--- src/rtl/flash_ctrl_pkg.sv ---
package flash_ctrl_pkg;

  typedef enum logic [1:0] {
    SEQ_PROG  = 2'd0,
    SEQ_ERASE = 2'd1,
    SEQ_ABORT = 2'd2
  } seq_kind_e;

  typedef enum logic [2:0] {
    ST_IDLE  = 3'd0,
    ST_FETCH = 3'd1,
    ST_CMD   = 3'd2,
    ST_POLL  = 3'd3,
    ST_FIN   = 3'd4
  } ctrl_state_e;

  typedef enum logic [1:0] {
    PL_IDLE   = 2'd0,
    PL_ISSUE  = 2'd1,
    PL_SAMPLE = 2'd2
  } poll_state_e;

  localparam logic [7:0]  CMD_UNLOCK1      = 8'hAA;
  localparam logic [7:0]  CMD_UNLOCK2      = 8'h55;
  localparam logic [7:0]  CMD_PROGRAM      = 8'hA0;
  localparam logic [7:0]  CMD_ERASE_SETUP  = 8'h80;
  localparam logic [7:0]  CMD_SECTOR_ERASE = 8'h30;
  localparam logic [7:0]  CMD_READ_RESET   = 8'hF0;
  localparam logic [10:0] UNLOCK_ADDR_A    = 11'h555;
  localparam logic [10:0] UNLOCK_ADDR_B    = 11'h2AA;

  localparam int STAT_DONE_BIT   = 7;
  localparam int STAT_TOGGLE_BIT = 6;
  localparam int STAT_TMO_BIT    = 5;

endpackage

--- src/rtl/fpc_cmd_table.sv ---
module fpc_cmd_table
  import flash_ctrl_pkg::*;
#(
  parameter int AW = 19
) (
  input  seq_kind_e       kind,
  input  logic [2:0]      step,
  input  logic [AW-1:0]   target,
  input  logic [7:0]      payload,
  output logic [AW-1:0]   bus_addr,
  output logic [7:0]      bus_data,
  output logic            final_step
);

  localparam logic [AW-1:0] ADDR_A = AW'(UNLOCK_ADDR_A);
  localparam logic [AW-1:0] ADDR_B = AW'(UNLOCK_ADDR_B);

  // Per-kind command programs; step indexes the current write cycle.
  always_comb begin
    bus_addr   = target;
    bus_data   = CMD_READ_RESET;
    final_step = 1'b0;
    if (kind == SEQ_ABORT) begin
      bus_addr   = target;
      bus_data   = CMD_READ_RESET;
      final_step = 1'b1;
    end else begin
      case (step)
        3'd0: begin
          bus_addr = ADDR_A;
          bus_data = CMD_UNLOCK1;
        end
        3'd1: begin
          bus_addr = ADDR_B;
          bus_data = CMD_UNLOCK2;
        end
        3'd2: begin
          bus_addr = ADDR_A;
          bus_data = (kind == SEQ_PROG) ? CMD_PROGRAM : CMD_ERASE_SETUP;
        end
        3'd3: begin
          if (kind == SEQ_PROG) begin
            bus_addr   = target;
            bus_data   = payload;
            final_step = 1'b1;
          end else begin
            bus_addr = ADDR_A;
            bus_data = CMD_UNLOCK1;
          end
        end
        3'd4: begin
          bus_addr = ADDR_B;
          bus_data = CMD_UNLOCK2;
        end
        3'd5: begin
          bus_addr   = target;
          bus_data   = CMD_SECTOR_ERASE;
          final_step = 1'b1;
        end
        default: begin
          bus_addr   = target;
          bus_data   = CMD_READ_RESET;
          final_step = 1'b1;
        end
      endcase
    end
  end

endmodule

--- src/rtl/fpc_poll_engine.sv ---
module fpc_poll_engine
  import flash_ctrl_pkg::*;
(
  input  logic       clk,
  input  logic       rst_n,
  input  logic       start,
  input  logic       toggle_mode,
  input  logic       exp_q7,
  input  logic [7:0] rd_byte,
  output logic       rd_en,
  output logic       ok,
  output logic       fail
);

  poll_state_e st;
  logic        prev_q6;
  logic        have_first;
  logic        last_chance;

  logic q7_match, q6_same, tmo;

  always_comb begin
    q7_match = (rd_byte[STAT_DONE_BIT] == exp_q7);
    q6_same  = (rd_byte[STAT_TOGGLE_BIT] == prev_q6);
    tmo      = rd_byte[STAT_TMO_BIT];
    rd_en    = (st == PL_ISSUE);
    ok       = 1'b0;
    fail     = 1'b0;
    if (st == PL_SAMPLE) begin
      if (toggle_mode) begin
        ok   = have_first && q6_same;
        fail = have_first && !q6_same && last_chance;
      end else begin
        ok   = q7_match;
        fail = !q7_match && last_chance;
      end
    end
  end

  always_ff @(posedge clk or negedge rst_n) begin
    if (!rst_n) begin
      st          <= PL_IDLE;
      prev_q6     <= 1'b0;
      have_first  <= 1'b0;
      last_chance <= 1'b0;
    end else begin
      case (st)
        PL_IDLE: begin
          if (start) begin
            st          <= PL_ISSUE;
            have_first  <= 1'b0;
            last_chance <= 1'b0;
          end
        end
        PL_ISSUE: st <= PL_SAMPLE;
        PL_SAMPLE: begin
          if (ok || fail) begin
            st <= PL_IDLE;
          end else begin
            st <= PL_ISSUE;
            if (toggle_mode) begin
              if (!have_first) begin
                have_first <= 1'b1;
                prev_q6    <= rd_byte[STAT_TOGGLE_BIT];
              end else begin
                have_first <= 1'b0;
                if (tmo) last_chance <= 1'b1;
              end
            end else if (tmo) begin
              last_chance <= 1'b1;
            end
          end
        end
        default: st <= PL_IDLE;
      endcase
    end
  end

endmodule

--- src/rtl/flash_prog_ctrl.sv ---
module flash_prog_ctrl
  import flash_ctrl_pkg::*;
#(
  parameter int AW         = 19,
  parameter int CW         = 16,
  parameter int SECT_SHIFT = 16
) (
  input  logic          clk,
  input  logic          rst_n,
  input  logic          start,
  input  logic          erase_op,
  input  logic          poll_toggle,
  input  logic [AW-1:0] start_addr,
  input  logic [CW-1:0] byte_count,
  input  logic          in_valid,
  input  logic [7:0]    in_data,
  output logic          in_ready,
  output logic          busy,
  output logic          done,
  output logic          err,
  output logic [AW-1:0] fl_addr,
  output logic [7:0]    fl_wdata,
  output logic          fl_we,
  output logic          fl_re,
  input  logic [7:0]    fl_rdata
);

  localparam logic [AW-1:0] SECT_MASK = {AW{1'b1}} << SECT_SHIFT;

  ctrl_state_e   state;
  seq_kind_e     kind;
  logic [2:0]    step;
  logic [AW-1:0] target;
  logic [7:0]    payload;
  logic [CW-1:0] remaining;
  logic          toggle_r;
  logic          err_r;

  logic [AW-1:0] tbl_addr;
  logic [7:0]    tbl_data;
  logic          tbl_final;
  logic          poll_start, poll_rd, poll_ok, poll_fail, exp_q7;

  fpc_cmd_table #(.AW(AW)) u_table (
    .kind       (kind),
    .step       (step),
    .target     (target),
    .payload    (payload),
    .bus_addr   (tbl_addr),
    .bus_data   (tbl_data),
    .final_step (tbl_final)
  );

  assign poll_start = (state == ST_CMD) && tbl_final && (kind != SEQ_ABORT);
  assign exp_q7     = (kind == SEQ_ERASE) ? 1'b1 : payload[7];

  fpc_poll_engine u_poll (
    .clk         (clk),
    .rst_n       (rst_n),
    .start       (poll_start),
    .toggle_mode (toggle_r),
    .exp_q7      (exp_q7),
    .rd_byte     (fl_rdata),
    .rd_en       (poll_rd),
    .ok          (poll_ok),
    .fail        (poll_fail)
  );

  always_ff @(posedge clk or negedge rst_n) begin
    if (!rst_n) begin
      state     <= ST_IDLE;
      kind      <= SEQ_PROG;
      step      <= 3'd0;
      target    <= '0;
      payload   <= 8'h00;
      remaining <= '0;
      toggle_r  <= 1'b0;
      err_r     <= 1'b0;
    end else begin
      case (state)
        ST_IDLE: begin
          if (start) begin
            toggle_r <= poll_toggle;
            err_r    <= 1'b0;
            step     <= 3'd0;
            if (erase_op) begin
              kind   <= SEQ_ERASE;
              target <= start_addr & SECT_MASK;
              state  <= ST_CMD;
            end else begin
              kind      <= SEQ_PROG;
              target    <= start_addr;
              remaining <= byte_count;
              state     <= (byte_count == '0) ? ST_FIN : ST_FETCH;
            end
          end
        end
        ST_FETCH: begin
          if (in_valid) begin
            payload <= in_data;
            step    <= 3'd0;
            state   <= ST_CMD;
          end
        end
        ST_CMD: begin
          step <= step + 3'd1;
          if (tbl_final) begin
            if (kind == SEQ_ABORT) begin
              err_r <= 1'b1;
              state <= ST_FIN;
            end else begin
              state <= ST_POLL;
            end
          end
        end
        ST_POLL: begin
          if (poll_fail) begin
            kind  <= SEQ_ABORT;
            step  <= 3'd0;
            state <= ST_CMD;
          end else if (poll_ok) begin
            if (kind == SEQ_ERASE || remaining == CW'(1)) begin
              state <= ST_FIN;
            end else begin
              remaining <= remaining - CW'(1);
              target    <= target + AW'(1);
              state     <= ST_FETCH;
            end
          end
        end
        ST_FIN:  state <= ST_IDLE;
        default: state <= ST_IDLE;
      endcase
    end
  end

  always_comb begin
    busy     = (state != ST_IDLE);
    done     = (state == ST_FIN);
    err      = err_r;
    in_ready = (state == ST_FETCH);
    fl_we    = (state == ST_CMD);
    fl_re    = poll_rd;
    fl_addr  = (state == ST_CMD) ? tbl_addr : target;
    fl_wdata = (state == ST_CMD) ? tbl_data : 8'h00;
  end

endmodule

--- config.mk ---
export PLATFORM = sky130hd
export DESIGN_NAME = flash_prog_ctrl
export DESIGN_NICKNAME = d
export VERILOG_FILES = /design/src/rtl/flash_ctrl_pkg.sv /design/src/rtl/fpc_cmd_table.sv /design/src/rtl/fpc_poll_engine.sv /design/src/rtl/flash_prog_ctrl.sv
export SDC_FILE = /design/constraint.sdc
export NUM_CORES = 1
export LEC_CHECK = 0
export CAP_MARGIN = 20
export CORE_MARGIN = 8
export CORE_UTILIZATION = 36
export DETAILED_ROUTE_END_ITERATION = 8
export PLACE_DENSITY_LB_ADDON = 0.1
export SYNTH_ARGS = -nofsm -noshare
export SYNTH_HDL_FRONTEND = slang
export SYNTH_SLANG_ARGS = --single-unit
--- constraint.sdc ---
create_clock -name clk -period 3.92 [get_ports clk]
set_input_delay 0.588 -clock clk [delete_from_list [all_inputs] [get_ports clk]]
set_output_delay 0.588 -clock clk [all_outputs]
set_load 0.05 [all_outputs]
==> flow_summary_export.csv, run 1 <==
group,metric,value,unit
run_status,status,"complete, no violations",
finish,fill_cells,1079,
grt,grt_pass1_vias,3849,
timing,slew_headroom,0.379,
detailed_routing,wire_per_inst,17.8,µm
synth,synthesis.nets,521,
detailed_routing,drt-initial-drc-count,267,
synth,syn_avg_cell_area,8.57,µm²
power_and_ir_drop,seqPwrFrac,0.241,
setup_path,crit_path_start_kind,"flip-flop",
timing,slew_viol_final,0,
die,dieArea,0.0144,mm²
power_and_ir_drop,power.total,0.00491,W
timing,rsz0062_at_grt,"no",
setup_path,ff2ff_setup_slack,1.42,ns
cts,ctsRootBufferMaster,"clkbuf_8",
place,place_hpwl,8660,µm
finish,synthToLayoutAreaGrowth,29.1,%
power_and_ir_drop,power_leakage,2.05,nW
synth,synth.area.top_cells,"dfrtp_1 37%, a21oi_1 5.9%, o21ai_0 4.1%",
detailed_routing,vias,3860,
setup_path,crit_type,"flip-flop to output port",
setup_path,required,3.33,ns
cts,cts_made_buffers,9,
grt,antenna_found_initial,0,
setup_path,arrival,3.17,ns
setup_path,critPathCaptureType,"output port",
timing,tns,0,ns
synth,synthMostInstantiatedCell,"dfrtp_1",
cts,htree_levels,3,
synth,syn_area,0.00391,mm²
power_and_ir_drop,switching_power,0.00257,W
synth,synth_top_area_share,0.371,
power_and_ir_drop,p_comb_frac,0.640,
detailed_routing,via_per_inst,5.69,
finish,layout.cells.non_filler,678,
grt,gr-total-overflow,0,
timing,worst_pin_slew,0.923,ns
synth,yosysUniqueCellTypes,62,
detailed_routing,routed_wl,12100,µm
finish,antenna_cells,0,
power_and_ir_drop,peakVddDrop,489,µV
synth,synthCells,456,
die,num_rows,38,
synth,yosysTopAreaCell,"dfrtp_1",
detailed_routing,drtAntennaViolNets,0,
detailed_routing,drc,0,
finish,nNetsFinal,598,
synth,synth_edf_count,0,
die,die_y,120,µm
grt,grt_pass1_wl,19400,µm
timing,hold_violations,0,
flow_run,drv_cap,0,
synth,yosysSeqAreaShare,0.371,
cts,cts_sinks,58,
die,die_w,120,µm
grt,grtUsageTotal,0.166,
power_and_ir_drop,pwr_density_cell,972,mW/mm²
cts,clkTransAtPathRegs,0.07,ns
timing,skew,0.0107,ns
setup_path,r2r_cells,6,
timing,fin_crit,3.76,ns
setup_path,cp_max_fo,13,
timing,final-setup-viol-count,0,
hold_path,hp-class,"input port to async pin",
cts,clkLatencyLatePin,0.34,ns
synth,ys.flop_type,"dfrtp_1",
timing,timing.fmax,266,MHz
power_and_ir_drop,pwr-share-clk,0.119,
cts,tritoncts,"built",
synth,yosysWarnings,0,
die,coreArea,0.0107,mm²
grt,grt_max_degree,63,
cts,hold_buffers,0,
synth,ys_ff_latch,58,
power_and_ir_drop,switching_share,0.523,
setup_path,worstReg2RegEnd,"target[14]$_DFFE_PN0P_",
power_and_ir_drop,internal_power,0.00234,W
setup_path,timing.rr.start,"toggle_r$_DFFE_PN0P_",
place,gp_congestion,0.864,
place,place_inst,662,
timing,period_share,0.959,
detailed_routing,drtPass1Iterations,5,
finish,drive_above_1_share,0.0892,
synth,synthArstFlopShare,1.00,
cts,cts_buffer_depth,2,
die,start_util,0.365,
place,numPortBuffers,84,
synth,ys_top_cells_by_count,"58 x dfrtp_1, 46 x a21oi_1, 38 x nor2_1",
die,io_pins,90,
## sequential cells by signal, summed over array words and instances (netlist names)
name                count
err                     1
kind                    2
payload                 8
remaining              16
state                   3
step                    3
target                 19
toggle_r                1
u_poll.have_first       1
u_poll.last_chance      1
u_poll.prev_q6          1
u_poll.st               2
## per-layer routing
layer,vias up,part of all wire,track usage
met5,-,0,0
met4,0,0.024,0.0843
met3,26,0.064,0.0410
met2,133,0.46,0.263
met1,1826,0.45,0.207
li1,1875,-,-
## power groups by stage
stage	combinational [W]	sequential, W	clock [W]
2_1_floorplan	0.00236	0.00110	0
3_3_place_gp	0.00310	0.00118	0
3_5_place_dp	0.00314	0.00119	0
4_1_cts	0.00315	0.00117	0.000601
5_1_grt	0.00340	0.00123	0.000630
6_report	0.00314	0.00118	0.000583
## what timing repair did
item,in CTS,in global routing
gates resized for setup,0,4
endpoints found under the setup margin,0,1
setup buffers,0,0
## critical path: stages (launching register included)
cell and delay [ns]:
dfrtp_1 0.51, or3b_1 0.52, clkinv_2 0.15, nand2b_1 0.19
a211o_1 0.50, and2_1 0.25, clkdlybuf4s50_1 0.70
## cell type report
cell class / instances / area (µm²) / share of cell area
Timing Repair Buffer: 90 / 888 / 0.176
Sequential cell: 58 / 1450 / 0.288
Clock buffer: 11 / 151 / 0.0300
Clock inverter: 5 / 52.6 / 0.0104
Inverter: 15 / 57.6 / 0.0114
Tap cell: 140 / 175 / 0.0347
Multi-Input combinational cell: 359 / 2270 / 0.450
## stage by stage
stage          setup slack [ns]   util  area, µm²  hold WS (ns)
6_report                  0.159  0.472       5050         0.335
3_3_place_gp              0.550  0.452       4830         0.489
3_5_place_dp              0.520  0.452       4830         0.500
4_1_cts                   0.126  0.471       5030         0.359
2_1_floorplan              1.22      -       3910         0.292
5_1_grt                 0.00784  0.472       5050         0.392
## how the worst max path moves through the flow
| stage | from | endpoint | slack (ns) | depth (start not counted) |
|---|---|---|---|---|
| floorplan | state[1]$_DFFE_PN0P_ | fl_addr[7] | 1.22 | 8 |
| global placement | state[1]$_DFFE_PN0P_ | fl_addr[9] | 0.55 | 6 |
| detailed placement | state[1]$_DFFE_PN0P_ | fl_addr[9] | 0.52 | 6 |
| CTS | state[1]$_DFFE_PN0P_ | fl_addr[9] | 0.13 | 6 |
| global route | state[1]$_DFFE_PN0P_ | fl_addr[14] | 0.008 | 6 |
| finish | state[1]$_DFFE_PN0P_ | fl_addr[12] | 0.16 | 6 |
## kinds of logic (layout without fill, tap and decap cells)
family	count (synthesis)	count (layout)	share of synthesized area
AND/OR/NAND/NOR	161	161	0.223
adder cells (fa/ha/maj)	8	8	0.0256
multiplexers	14	14	0.0397
AO/OA/AOI/OAI	174	174	0.287
XOR/XNOR	2	2	0.00448
flip-flops	58	58	0.371
buffers and inverters	39	121	0.0487
## cells in the final DEF (no fill, tap or decap), types with 3 or more instances in the layout
master           instances
dlymetal6s2s_1           3
a32oi_1                  4
buf_4                    6
and3_1                  10
nand4_1                 12
clkdlybuf4s50_1         80
nor3_1                  12
o21bai_1                 3
o21ai_0                 32
nor2b_1                  6
o22a_1                   7
dfrtp_1                 58
o21a_1                   4
a21oi_1                 45
nand3_1                 15
nand2_1                 24
clkbuf_8                11
mux2_2                  12
a21o_1                  10
a2bb2oi_1                5
a31oi_1                 15
o22ai_1                  3
clkinv_2                 4
o21ai_1                 14
nand2b_1                 3
a22oi_1                  8
inv_1                   14
nor2_1                  38
and2_1                  14
nor4_1                  12
ha_1                     8
Note: power is estimated with default switching activity, not from simulation.
==> run 2, diff against run 1 <==
--- a/config.mk
+++ b/config.mk
@@ -8,7 +8,10 @@
 export CAP_MARGIN = 20
 export CORE_MARGIN = 8
 export CORE_UTILIZATION = 36
+export CTS_BUF_LIST = sky130_fd_sc_hd__clkbuf_8 sky130_fd_sc_hd__clkbuf_16
 export DETAILED_ROUTE_END_ITERATION = 8
+export GPL_ROUTABILITY_DRIVEN = 1
+export GPL_TIMING_DRIVEN = 0
 export PLACE_DENSITY_LB_ADDON = 0.1
 export SYNTH_ARGS = -nofsm -noshare
 export SYNTH_HDL_FRONTEND = slang
==> run 2 against run 1 <==
Largest power group unchanged. Combinational power up 6.7%. Utilization is 1.4 points higher. Critical path type unchanged. Design area is 3.0% higher.
==> flow_summary_export.csv, run 2 (same netlist as run 1, synthesis figures left out) <==
group,metric,value,unit
setup_path,r2r_cells,7,
die,die_y,120,µm
finish,final_common_cell,"clkdlybuf4s50_1",
timing,timing.fmax,266,MHz
place,numPortBuffers,84,
setup_path,arrival,3.17,ns
detailed_routing,routed_wl,13100,µm
finish,antenna_cells,0,
timing,slew_headroom,0.403,
setup_path,crit_path_start_kind,"flip-flop",
setup_path,critPathCaptureType,"output port",
die,die_w,120,µm
flow_run,drv_cap,0,
power_and_ir_drop,seqPwrFrac,0.223,
finish,seqCellArea,0.00145,mm²
cts,htree_levels,3,
detailed_routing,drtPass1Iterations,7,
cts,clkLatencyLatePin,0.34,ns
detailed_routing,wire_per_inst,18.8,µm
place,gp_congestion,0.895,
setup_path,cp_max_fo,9,
die,io_pins,90,
timing,tns,0,ns
finish,largest_reg_flops,19,
detailed_routing,drt-initial-drc-count,464,
setup_path,ff2ff_setup_slack,1.53,ns
timing,worst_pin_slew,0.887,ns
finish,nNetsFinal,616,
timing,hold_violations,0,
cts,tritoncts,"built",
die,start_util,0.365,
finish,mostFrequentLayoutCells,"73 x clkdlybuf4s50_1, 58 x dfrtp_1, 46 x a21oi_1, 37 x nor2_1, 32 x o21ai_0",
cts,post_cts_buffers,0,
power_and_ir_drop,p_comb_frac,0.642,
die,num_rows,38,
timing,rsz0062_at_grt,"no",
detailed_routing,drtAntennaViolNets,0,
setup_path,crit_type,"flip-flop to output port",
die,dieArea,0.0144,mm²
cts,clkTransAtPathRegs,0.08,ns
grt,grt_pass1_wl,21300,µm
die,coreArea,0.0107,mm²
finish,fin_util,0.486,
setup_path,slowest_delay,0.71,ns
power_and_ir_drop,peakVddDrop,658,µV
power_and_ir_drop,internal_power,0.00253,W
power_and_ir_drop,pwr-share-clk,0.135,
timing,hold-worst-slack,0.321,ns
run_status,status,"complete, no violations",
power_and_ir_drop,switching_power,0.00269,W
cts,cts_made_buffers,9,
setup_path,required,3.33,ns
place,place_hpwl,9510,µm
finish,layout.cells.non_filler,696,
power_and_ir_drop,switching_share,0.516,
grt,grt_pass1_vias,4166,
setup_path,crit_path_top_delay_cell,"clkdlybuf4s50_1",
finish,reg_top3,"target (19), remaining (16), payload (8)",
setup_path,timing.rr.start,"state[0]$_DFFE_PN0P_",
finish,fill_cells,1065,
timing,slew_viol_final,0,
detailed_routing,drc,0,
grt,grtUsageTotal,0.181,
timing,fin_crit,3.76,ns
power_and_ir_drop,power_leakage,2.18,nW
place,place_inst,680,
grt,gr-total-overflow,0,
cts,cts_buffer_depth,2,
hold_path,hp-class,"input port to async pin",
setup_path,worstReg2RegEnd,"remaining[3]$_DFFE_PN0P_",
cts,cts_sinks,58,
finish,multi_input_area,0.00227,mm²
finish,largest_register,"target",
timing,skew,0.0115,ns
setup_path,cp_cell_sequence,"buf_4 > or3b_1 > buf_2 > clkinv_2 > nand2b_1 > nor2_2 > nand2_1 > a21o_1 > clkdlybuf4s50_1",
grt,grt_max_degree,59,
detailed_routing,via_per_inst,5.79,
finish,synthToLayoutAreaGrowth,33.1,%
timing,period_share,0.960,
cts,ctsRootBufferMaster,"clkbuf_8",
grt,antenna_found_initial,0,
power_and_ir_drop,pwr_density_cell,1000,mW/mm²
detailed_routing,vias,4032,
timing,final-setup-viol-count,0,
finish,drive_above_1_share,0.0935,
run 2: cell types whose count changed in the layout (fill, tap and decap cells not counted), sizes merged:
| cell | delta |
|---|---|
| buf | +5 |
| bufinv | +2 |
| clkbuf | +12 |
| clkdlybuf4s50 | -7 |
| clkinv | -2 |
| clkinvlp | +1 |
| dlymetal6s2s | +7 |
run 2: worst max-delay path, delay by kind of cell, from the launching register on:
kind,cells,cell delay (ns)
buffers and inverters,4,1.15
and+or+nand+nor,4,1.09
DFF,1,0.34
AOI/OAI and AO/OA,1,0.25
run 2: cell type report:
| cell class | instances | share of cell area |
|---|---|---|
| plain buffers | 24 | 0.0255 |
| clock buffers | 10 | 0.0265 |
| clock inverters | 6 | 0.0219 |
| inverters | 15 | 0.0111 |
| multi-input cells | 359 | 0.436 |
| flip-flops and latches | 58 | 0.279 |
| well taps | 140 | 0.0337 |
| repair buffers | 84 | 0.166 |
run 2: worst max path at each step:
| stage | slack, ns | endpoint | cells after the start | from |
|---|---|---|---|---|
| 4_1_cts | 0.08 | fl_addr[9] | 7 | step[1]$_DFFE_PN0P_ |
| 6_report | 0.16 | fl_addr[10] | 9 | state[1]$_DFFE_PN0P_ |
| 2_1_floorplan | 1.22 | fl_addr[7] | 8 | state[1]$_DFFE_PN0P_ |
| 5_1_grt | 0.02 | fl_addr[10] | 9 | state[1]$_DFFE_PN0P_ |
| 3_3_place_gp | 0.15 | target[16]$_DFFE_PN0P_ | 1 | rst_n |
| 3_5_place_dp | 0.35 | fl_addr[10] | 9 | state[1]$_DFFE_PN0P_ |
run 2: through the flow:
stage / area [µm²] / setup WS, ns / total power (W)
floorplan: 3910 / 1.22 / 0.00346
CTS: 5170 / 0.0835 / 0.00523
global placement: 4920 / 0.153 / 0.00447
detailed placement: 4920 / 0.352 / 0.00450
global route: 5200 / 0.0243 / 0.00555
finish: 5200 / 0.158 / 0.00522
run 2: repair_timing:
action / in CTS / in global routing
hold buffers: 0 / 0
setup endpoints to repair: 4 / 10
gates resized for setup: 1 / 10
pin swaps: 0 / 0
run 2: power groups by stage:
stage                     clock, W  sequential, W  combinational, W
final                     0.000704        0.00116           0.00335
after global routing      0.000749        0.00121           0.00359
after CTS                 0.000718        0.00116           0.00335
after detailed placement         0        0.00117           0.00333
after global placement           0        0.00116           0.00331
after floorplan                  0        0.00110           0.00236
run 2: metal layers:
metal | part of all wire | wire length (µm) | GRT usage
met1 | 0.44 | 5810 | 0.233
met2 | 0.47 | 6200 | 0.298
met3 | 0.069 | 902 | 0.0368
met4 | 0.011 | 147 | 0.0601
met5 | 0 | 0 | 0
